## src/rtl/rngc_pkg.sv

```systemverilog
package rngc_pkg;

    typedef enum logic [1:0] {
        PH_IDLE = 2'd0,
        PH_RUN  = 2'd1,
        PH_DONE = 2'd2
    } op_phase_t;

    typedef struct packed {
        logic mask_err;
        logic mask_done;
        logic auto_seed;
    } ctrl_t;

    localparam int unsigned OFS_VERSION = 32'h00;
    localparam int unsigned OFS_CMD     = 32'h04;
    localparam int unsigned OFS_CTRL    = 32'h08;
    localparam int unsigned OFS_STATUS  = 32'h0C;
    localparam int unsigned OFS_DATA    = 32'h14;

    // command bit positions
    localparam int unsigned CB_SELFTEST = 0;
    localparam int unsigned CB_SEED     = 1;
    localparam int unsigned CB_CLRINT   = 4;
    localparam int unsigned CB_CLRERR   = 5;
    localparam int unsigned CB_SWRST    = 6;

    // control bit positions
    localparam int unsigned KB_AUTOSEED = 4;
    localparam int unsigned KB_MASKDONE = 5;
    localparam int unsigned KB_MASKERR  = 6;

    localparam logic [3:0] BUF_DEPTH  = 4'd5;
    localparam logic [3:0] TYPE_CODE  = 4'd1;
    localparam logic [7:0] REV_MAJOR  = 8'h02;
    localparam logic [7:0] REV_MINOR  = 8'h40;

    // job index: matches the start bit in the command word
    localparam int unsigned JOB_SELFTEST = 0;
    localparam int unsigned JOB_SEED     = 1;
    localparam int unsigned NUM_JOBS     = 2;

    function automatic logic [31:0] version_word();
        logic [31:0] v;
        v = '0;
        v[31:28] = TYPE_CODE;
        v[15:8]  = REV_MAJOR;
        v[7:0]   = REV_MINOR;
        return v;
    endfunction

    function automatic logic [31:0] lfsr_step(input logic [31:0] s);
        return {s[30:0], s[31] ^ s[21] ^ s[1] ^ s[0]};
    endfunction

    function automatic logic [31:0] status_word(input op_phase_t st,
                                                input op_phase_t sd);
        logic [31:0] w;
        logic        busy;
        busy     = (st == PH_RUN) || (sd == PH_RUN);
        w        = '0;
        w[15:12] = BUF_DEPTH;
        w[11:8]  = BUF_DEPTH;
        w[6]     = 1'b1;
        w[5]     = (sd == PH_DONE);
        w[4]     = (st == PH_DONE);
        w[1]     = busy;
        w[0]     = !busy;
        return w;
    endfunction

    function automatic logic [31:0] ctrl_word(input ctrl_t c);
        logic [31:0] w;
        w = '0;
        w[KB_MASKERR]  = c.mask_err;
        w[KB_MASKDONE] = c.mask_done;
        w[KB_AUTOSEED] = c.auto_seed;
        return w;
    endfunction

endpackage

```

## src/rtl/rngc_op_seq.sv

```systemverilog
module rngc_op_seq
    import rngc_pkg::*;
#(
    parameter int unsigned CYCLES = 16
) (
    input  logic      clk,
    input  logic      rst,
    input  logic      sreset,
    input  logic      start,
    output op_phase_t phase,
    output logic      finish
);
    localparam int unsigned CW = $clog2(CYCLES + 1);
    localparam logic [CW-1:0] LOAD = CW'(CYCLES - 1);

    logic [CW-1:0] remain;

    always_comb begin
        finish = (phase == PH_RUN) && (remain == '0) && !sreset && !start;
    end

    always_ff @(posedge clk) begin
        if (rst) begin
            phase  <= PH_IDLE;
            remain <= '0;
        end else if (start) begin
            phase  <= PH_RUN;
            remain <= LOAD;
        end else if (sreset) begin
            phase  <= PH_IDLE;
            remain <= '0;
        end else if (phase == PH_RUN) begin
            if (remain == '0) begin
                phase <= PH_DONE;
            end else begin
                remain <= remain - 1'b1;
            end
        end
    end

endmodule

```

## src/rtl/rngc_lfsr.sv

```systemverilog
module rngc_lfsr
    import rngc_pkg::*;
#(
    parameter logic [31:0] INIT = 32'h0000_0001,
    parameter logic [31:0] MIX  = 32'h9E37_79B9
) (
    input  logic        clk,
    input  logic        rst,
    input  logic        advance,
    input  logic        reseed,
    output logic [31:0] word_next
);
    logic [31:0] state;
    logic [31:0] tick;
    logic [31:0] fresh;

    always_comb begin
        word_next = lfsr_step(state);
        fresh     = MIX ^ tick;
        if (fresh == '0) begin
            fresh = INIT;
        end
    end

    always_ff @(posedge clk) begin
        if (rst) begin
            state <= INIT;
            tick  <= '0;
        end else begin
            tick <= tick + 1'b1;
            if (reseed) begin
                state <= fresh;
            end else if (advance) begin
                state <= word_next;
            end
        end
    end

endmodule

```

## src/rtl/rngc_irq.sv

```systemverilog
module rngc_irq (
    input  logic clk,
    input  logic rst,
    input  logic done_any,
    input  logic mask_done,
    input  logic clear,
    output logic irq
);
    always_ff @(posedge clk) begin
        if (rst) begin
            irq <= 1'b0;
        end else if (done_any && !mask_done) begin
            irq <= 1'b1;
        end else if (clear) begin
            irq <= 1'b0;
        end
    end
endmodule

```

## src/rtl/rngc_top.sv

```systemverilog
module rngc_top
    import rngc_pkg::*;
#(
    parameter int unsigned ADDR_W      = 12,
    parameter int unsigned ST_CYCLES   = 16,
    parameter int unsigned SEED_CYCLES = 32,
    parameter logic [31:0] LFSR_INIT   = 32'h0000_0001,
    parameter logic [31:0] LFSR_MIX    = 32'h9E37_79B9
) (
    input  logic              clk,
    input  logic              rst,
    input  logic              bus_wr,
    input  logic              bus_rd,
    input  logic [ADDR_W-1:0] bus_addr,
    input  logic [31:0]       bus_wdata,
    output logic [31:0]       bus_rdata,
    output logic              irq
);
    localparam int unsigned JOB_CYC [NUM_JOBS] = '{ST_CYCLES, SEED_CYCLES};

    logic          cmd_wr, ctrl_wr, data_rd;
    logic          sreset, clear_req;
    ctrl_t         ctrl_q;
    op_phase_t     phase   [NUM_JOBS];
    logic [NUM_JOBS-1:0] job_start, job_finish;
    logic [31:0]   lfsr_word;
    logic [31:0]   rd_mux;
    logic [31:0]   cmd_live;

    always_comb begin
        cmd_wr    = bus_wr && (bus_addr == ADDR_W'(OFS_CMD));
        ctrl_wr   = bus_wr && (bus_addr == ADDR_W'(OFS_CTRL));
        data_rd   = bus_rd && (bus_addr == ADDR_W'(OFS_DATA));
        sreset    = cmd_wr && bus_wdata[CB_SWRST];
        clear_req = cmd_wr && (bus_wdata[CB_CLRINT] || bus_wdata[CB_CLRERR]);
    end

    for (genvar g = 0; g < NUM_JOBS; g++) begin : g_job
        assign job_start[g] = cmd_wr && bus_wdata[g];
        rngc_op_seq #(.CYCLES(JOB_CYC[g])) u_seq (
            .clk    (clk),
            .rst    (rst),
            .sreset (sreset),
            .start  (job_start[g]),
            .phase  (phase[g]),
            .finish (job_finish[g])
        );
    end

    always_ff @(posedge clk) begin
        if (rst || sreset) begin
            ctrl_q <= '0;
        end else if (ctrl_wr) begin
            ctrl_q.mask_err  <= bus_wdata[KB_MASKERR];
            ctrl_q.mask_done <= bus_wdata[KB_MASKDONE];
            ctrl_q.auto_seed <= bus_wdata[KB_AUTOSEED];
        end
    end

    rngc_lfsr #(.INIT(LFSR_INIT), .MIX(LFSR_MIX)) u_lfsr (
        .clk       (clk),
        .rst       (rst),
        .advance   (data_rd),
        .reseed    (job_finish[JOB_SEED]),
        .word_next (lfsr_word)
    );

    rngc_irq u_irq (
        .clk       (clk),
        .rst       (rst),
        .done_any  (|job_finish),
        .mask_done (ctrl_q.mask_done),
        .clear     (clear_req),
        .irq       (irq)
    );

    always_comb begin
        cmd_live = '0;
        cmd_live[CB_SEED]     = (phase[JOB_SEED] == PH_RUN);
        cmd_live[CB_SELFTEST] = (phase[JOB_SELFTEST] == PH_RUN);
        case (bus_addr)
            ADDR_W'(OFS_VERSION): rd_mux = version_word();
            ADDR_W'(OFS_CMD):     rd_mux = cmd_live;
            ADDR_W'(OFS_CTRL):    rd_mux = ctrl_word(ctrl_q);
            ADDR_W'(OFS_STATUS):  rd_mux = status_word(phase[JOB_SELFTEST], phase[JOB_SEED]);
            ADDR_W'(OFS_DATA):    rd_mux = lfsr_word;
            default:              rd_mux = '0;
        endcase
    end

    always_ff @(posedge clk) begin
        if (rst) begin
            bus_rdata <= '0;
        end else if (bus_rd) begin
            bus_rdata <= rd_mux;
        end
    end

endmodule

```

## config.mk

```make
export PLATFORM = sky130hd
export DESIGN_NAME = rngc_top
export DESIGN_NICKNAME = d
export VERILOG_FILES = /design/src/rtl/rngc_pkg.sv /design/src/rtl/rngc_op_seq.sv /design/src/rtl/rngc_lfsr.sv /design/src/rtl/rngc_irq.sv /design/src/rtl/rngc_top.sv
export SDC_FILE = /design/constraint.sdc
export NUM_CORES = 1
export LEC_CHECK = 0
export BUFFER_PORTS_ARGS = -buffer_cell sky130_fd_sc_hd__buf_2
export CAP_MARGIN = 20
export CORE_UTILIZATION = 30
export DETAILED_ROUTE_END_ITERATION = 10
export PLACE_DENSITY_LB_ADDON = 0.3
export SETUP_SLACK_MARGIN = 0.2
export SYNTH_ARGS = -nofsm -noshare
export SYNTH_HDL_FRONTEND = slang
export SYNTH_SLANG_ARGS = --single-unit
```

## constraint.sdc

```tcl
create_clock -name clk -period 2.8 [get_ports clk]
set_input_delay 0.28 -clock clk [delete_from_list [all_inputs] [get_ports clk]]
set_output_delay 0.28 -clock clk [all_outputs]
set_load 0.05 [all_outputs]
```

==> results of run 1 <==
[final timing paths]
path / end / depth (start not counted)
worst max-delay path: u_irq.irq / 5
worst min-delay path: ctrl_q[0] / 3
worst max register to register: u_irq.irq / 5
worst min register to register: bus_rdata[31] / 2
[sequential cells by signal, summed over array words and instances, names as in the netlist]
| register | cells |
|---|---|
| g_job.u_seq.phase | 4 |
| ctrl_q | 3 |
| bus_rdata | 32 |
| u_irq.irq | 1 |
| u_lfsr.tick | 32 |
| g_job.u_seq.remain | 11 |
| u_lfsr.state | 32 |
[kinds of logic (layout without fill, tap and decap cells)]
kind of cell               after synthesis  count (layout)  synth area share, %
buffers and inverters                   44             103                 3.88
DFF                                    115             115                 44.1
AOI/OAI and AO/OA                      101             101                 14.8
xor gates and xnor gates                37              37                 6.21
muxes                                    4               4                0.791
and+or+nand+nor                        307             307                 28.8
adders and majority gates                6               6                 1.44
[cells in the mapped netlist, types with 4 or more instances]
cell and count:
inv_1 10, nor2_1 67, nand3b_1 4, xor2_1 24, o21ai_0 8, a21oi_1 38, xnor2_1 13, a211oi_1 15
a211oi_2 6, ha_1 6, nand4_1 15, nor3_1 15, dfxtp_1 115, or3_1 6, nor4_1 7, nand2b_1 4
clkbuf_1 24, a311oi_2 11, buf_6 4, and3_1 26, nor2b_1 6, a311oi_1 4, nand3_1 18, nand2_1 114
[cell type report]
class | instances | area [µm²] | area share [%]
Multi-Input combinational cell | 455 | 2720 | 43.3
Sequential cell | 115 | 2300 | 36.7
Clock buffer | 20 | 447 | 7.11
Timing Repair Buffer | 62 | 360 | 5.74
Tap cell | 220 | 275 | 4.38
Clock inverter | 10 | 135 | 2.15
Inverter | 11 | 41.3 | 0.658
[worst max-delay path: stages, from the launching register on]
cell and delay [ns]:
dfxtp_1 0.34, nor3_1 0.37, nand3_1 0.22, o21ba_2 0.69, or2b_1 0.29, a31oi_1 0.15
[where the power goes]
group | switching, mW | internal [mW] | leakage (nW)
clock | 0.737 | 1.40 | 0.274
sequential | 0.00694 | 1.64 | 0.927
combinational | 0.0777 | 0.0323 | 1.02
total | 0.821 | 3.08 | 2.22
[metal layers]
layer  vias to the layer above  wire, µm  part of all wire [%]  global-route usage [%]
li1                       2245         -                     -                       -
met1                      2156      6400                    48                    20.4
met3                        13       553                   4.2                    3.93
met4                         0       137                   1.0                    4.55
met5                         -         0                     0                       0
met2                        99      6150                    46                    25.3
[through the flow]
stage / power, mW / hold slack, ns / setup WS, ns
after floorplan: 1.75 / 0.424 / 0.686
after global placement: 1.79 / 0.450 / 0.350
after detailed placement: 1.80 / 0.450 / 0.342
after CTS: 3.94 / 0.115 / 0.638
after global routing: 4.04 / 0.147 / 0.469
final: 3.90 / 0.128 / 0.662
[cell usage in the layout, fill, tap and decap left out, drive strengths merged, types with 4 or more instances in the layout]
cell type	synthesis	layout
inv	11	11
nand4	15	15
clkbuf	24	20
nand3b	4	4
buf	9	62
dfxtp	115	115
a211oi	21	21
o21ai	8	8
nor4	9	9
or3	6	6
nand3	18	18
a21oi	38	38
ha	6	6
clkinvlp	0	4
nor3	15	15
nor2b	6	6
a311oi	15	15
nand2	114	114
xor2	24	24
or4	5	5
nor2	67	67
and3	26	26
nand2b	4	4
xnor2	13	13
==> flow_summary.json, run 1 <==
{
  "rows": 47,
  "syn_avg_cell_area_um2": 8.51,
  "fill_cells": 1748,
  "io_buffer_count": 53,
  "die_area_um2": 17900,
  "ys.flop_type": "dfxtp_1",
  "maxCapViolCount": 0,
  "synthTopCellsByArea": "dfxtp_1 (44%), nand2_1 (8.2%), nor2_1 (4.8%)",
  "period_share_pct": 76.4,
  "hold_class": "input port to flip-flop",
  "io_pins": 81,
  "finalNonFillerCells": 893,
  "r2r_slack_ns": 0.66,
  "clk_latency_ns": 0.41,
  "grt_pass1_vias": 4412,
  "wl_per_cell_um": 14.8,
  "synth-edff-count": 0,
  "required_ns": 3.14,
  "clock-sinks": 115,
  "core-area_um2": 16800,
  "die_h_um": 134,
  "ys_ff_latch": 115,
  "fin_crit_ns": 2.14,
  "critPathLaunch": "g_job[1].u_seq.remain[2]",
  "powerDensity_nw_per_um2": 622,
  "dp.cells": 863,
  "design_area_um2": 6280,
  "setup_tns_ns": 0,
  "post_cts_resized": 0,
  "clock_skew_ns": 0.00885,
  "yosysTopAreaCell": "dfxtp_1",
  "clk_path_buf_depth": 2,
  "dp_hpwl_um": 9130,
  "rsz0062_at_grt": "no",
  "place.gp.congestion": 0.817,
  "path_class": "flip-flop to flip-flop",
  "drtIter0Drc": 251,
  "antenna_found_initial": 0,
  "dpl_cell_area_um2": 5700,
  "antennaDiodeCount": 0,
  "ctsHtreeMaxLevel": 4,
  "final_util_pct": 37.3,
  "setup_violations": 0,
  "syn-cell-area_um2": 5220,
  "drtAntennaViolNets": 0,
  "drc": 0,
  "area_delta_synth_final_pct": 20.2,
  "drive_gt1_share_pct": 17.8,
  "grt_pass1_wl_um": 22300,
  "postCtsSetupRepairBufs": 0,
  "async_flop_share_pct": 0,
  "arrival_ns": 2.47,
  "netlist.area_leader.share_pct": 44.1,
  "reg2reg_from": "g_job[1].u_seq.remain[2]",
  "ir_drop_mv": 0.414,
  "clock.fmax_mhz": 468,
  "maxSlewViolCount": 0,
  "start_util_pct": 31.1,
  "leakage_nw": 2.22,
  "holdBufCountCts": 0,
  "yosysWarnings": 0,
  "synthCells": 614,
  "cts_tree": "done",
  "via_per_inst": 5.05,
  "start_kind": "flip-flop",
  "numCtsBuffers": 17,
  "clkSlewWorstSetupHoldPaths_ns": 0.05,
  "globalRouteOverflowTotal": 0,
  "nets": 716,
  "slew_headroom_pct": 56.9,
  "die_w_um": 134,
  "clock-root-buffer": "clkbuf_16",
  "track_usage_pct": 15.6,
  "via_count": 4513,
  "end_kind": "flip-flop",
  "wirelength_um": 13200,
  "final-hold-violation-count": 0,
  "status": "finished clean",
  "ys_seq_area_share_pct": 44.1,
  "tightest_slew_ns": 0.646,
  "ys_types": 53,
  "first_pass_iters": 4,
  "path_max_fanout": 23,
  "grt_start_max_net_pins": 67,
  "syn_nets": 668,
  "min_from": "bus_wdata[4]"
}
Power figures use the tool's default switching activity.
==> inputs of run 2 (changes only) <==
--- a/config.mk
+++ b/config.mk
@@ -5,6 +5,7 @@
 export SDC_FILE = /design/constraint.sdc
 export NUM_CORES = 1
 export LEC_CHECK = 0
+export ABC_AREA = 1
 export BUFFER_PORTS_ARGS = -buffer_cell sky130_fd_sc_hd__buf_2
 export CAP_MARGIN = 20
 export CORE_UTILIZATION = 30
==> constraint.sdc (replaced) <==
create_clock -name clk -period 2.2 [get_ports clk]
set_input_delay 0.22 -clock clk [delete_from_list [all_inputs] [get_ports clk]]
set_output_delay 0.22 -clock clk [all_outputs]
set_load 0.05 [all_outputs]
==> run 2 against run 1 <==
  * Global-route usage is 0.13 points lower
  * Sequential share of layout area is 3.1 points lower
  * Synthesized area is 10% higher
  * Die area is 10% higher
  * Non-clock buffer count is 3 higher
  * First-iteration DRC count is 20% higher
  * Power is 27% higher
  * Clock power is 27% higher
  * Sequential cell count stayed put
  * Critical path type unchanged
  * Largest power group unchanged
==> flow_summary.json, run 2 <==
{
  "status": "finished clean",
  "slowest_stage": "buf_4",
  "fill_cells": 2022,
  "arrival_ns": 2.07,
  "design_area_um2": 6850,
  "crit_buf_inv": 1,
  "dp_hpwl_um": 10000,
  "place.gp.congestion": 0.846,
  "ys_ff_latch": 115,
  "io_buffer_count": 53,
  "clk_path_buf_depth": 2,
  "first_pass_iters": 5,
  "syn_avg_cell_area_um2": 6.99,
  "yosys-top-cells-count": "nand2_1 (226), dfxtp_1 (115), nand3_1 (86)",
  "leakage_nw": 2.69,
  "start_util_pct": 30.7,
  "holdBufCountCts": 0,
  "wl_per_cell_um": 13.0,
  "yosysWarnings": 0,
  "die_area_um2": 19700,
  "core-area_um2": 18800,
  "netlist.area_leader.share_pct": 40.0,
  "die_h_um": 141,
  "yosysMostFrequentCell": "nand2_1",
  "yosysTopAreaCell": "dfxtp_1",
  "antennaDiodeCount": 0,
  "start_kind": "flip-flop",
  "dpl_cell_area_um2": 6250,
  "largestRegisters": "bus_rdata x32, u_lfsr.state x32, u_lfsr.tick x32",
  "cts_tree": "done",
  "nets": 926,
  "syn_nets": 877,
  "area_delta_synth_final_pct": 19.0,
  "fin_crit_ns": 1.79,
  "powerDensity_nw_per_um2": 721,
  "required_ns": 2.48,
  "drtIter0Drc": 301,
  "path_class": "flip-flop to flip-flop",
  "grt_pass1_vias": 4883,
  "timing.final.ws_setup_ns": 0.413,
  "clock-root-buffer": "clkbuf_16",
  "syn-cell-area_um2": 5760,
  "grt_start_max_net_pins": 91,
  "path_cells": "nor2_1 > nand4_1 > nor2_2 > buf_4 > nand3_1 > nand2_1 > a21oi_1",
  "post_cts_resized": 0,
  "ys.flop_type": "dfxtp_1",
  "path_max_fanout": 33,
  "tightest_slew_ns": 0.515,
  "via_count": 5351,
  "place_worst_setup_slack_ns": 0.370,
  "numCtsBuffers": 17,
  "maxCapViolCount": 0,
  "postCtsSetupRepairBufs": 0,
  "ys_types": 38,
  "setup_violations": 0,
  "cp_slowest_stage_delay_ns": 0.38,
  "ctsHtreeMaxLevel": 4,
  "die_w_um": 141,
  "via_per_inst": 4.78,
  "grt_pass1_wl_um": 24500,
  "drc": 0,
  "mostFrequentLayoutCells": "nand2_1 (225), dfxtp_1 (115), nand3_1 (86), a21oi_1 (81), nor2_1 (75)",
  "clock_skew_ns": 0.00723,
  "track_usage_pct": 15.5,
  "clock-sinks": 115,
  "globalRouteOverflowTotal": 0,
  "rsz0062_at_grt": "no",
  "ys_seq_area_share_pct": 40.0,
  "drive_gt1_share_pct": 15.9,
  "ir_drop_mv": 0.453,
  "final-hold-violation-count": 0,
  "rows": 50,
  "async_flop_share_pct": 0,
  "end_kind": "flip-flop",
  "synthTopCellsByArea": "dfxtp_1 (40%), nand2_1 (15%), nand3_1 (7.5%)",
  "maxSlewViolCount": 0,
  "drtAntennaViolNets": 0,
  "io_pins": 81,
  "hold_class": "input port to flip-flop",
  "synth-edff-count": 0,
  "slew_headroom_pct": 65.7,
  "clk_latency_ns": 0.42,
  "antenna_found_initial": 0,
  "period_share_pct": 81.2,
  "synthCells": 823,
  "clock.fmax_mhz": 560,
  "layout_commonest_cell": "nand2_1",
  "setup_tns_ns": 0,
  "wirelength_um": 14500,
  "clkSlewWorstSetupHoldPaths_ns": 0.06,
  "cp_top_family": "simple AND/OR/NAND/NOR gates"
}
-- run 2: cell types whose count changed after synthesis, sizes merged, moves of 17 or more --
cell,change
a21oi,+43
nand3,+88
nand2,+116
and3,-23
a211oi,-21
inv,+51
nor2,+17
-- run 2: power by group --
part	switching [mW]	internal (mW)	leakage, nW
logic	0.0901	0.0358	1.48
registers	0.00406	2.09	0.926
clock network	0.995	1.72	0.282
-- run 2: worst min-delay path: stages --
cell and delay, ns:
buf_2 0.09, nor3_1 0.05, nor2_1 0.08
-- run 2: kinds of logic after synthesis --
group / share of synthesized area [%]
and+or+nand+nor: 38.0
DFF: 40.0
AOI/OAI and AO/OA: 10.6
buffers and inverters: 7.45
xor gates and xnor gates: 2.59
adders and majority gates: 1.30
-- run 2: routing by layer --
layer  track usage [%]  vias up  share of wire, %
met5                 0        -                 0
met4              5.66        0               1.4
met3              2.43       17               3.5
met2              23.9       98                43
met1              21.6     2424                52
li1                  -     2812                 -
-- run 2: path summary, 6_finish.rpt --
kind                       startpoint               end  slack (ns)  depth (start not counted)
min                      bus_wdata[5]         ctrl_q[1]        0.06                          3
min reg2reg             bus_rdata[11]     bus_rdata[11]        0.46                          2
max reg2reg  g_job[1].u_seq.remain[3]  u_lfsr.state[26]        0.41                          7
max          g_job[1].u_seq.remain[3]  u_lfsr.state[26]        0.41                          7
-- run 2: layout make-up --
class | instances | area [µm²] | area share, %
clock buffers | 20 | 457 | 6.67
flip-flops and latches | 115 | 2300 | 33.6
multi-input cells | 610 | 3040 | 44.3
repair buffers | 65 | 393 | 5.74
well taps | 234 | 293 | 4.27
inverters | 63 | 236 | 3.45
clock inverters | 12 | 133 | 1.94
-- run 2: stage by stage --
stage,hold slack [ns],cells,utilization [%],power (mW)
3_5_place_dp,0.452,1087,33.3,2.26
5_1_grt,0.0753,1119,36.5,5.10
2_1_floorplan,0.362,823,-,2.21
3_3_place_gp,0.451,1087,33.3,2.26
4_1_cts,0.0554,1119,36.4,4.98
6_report,0.0647,1119,36.5,4.94
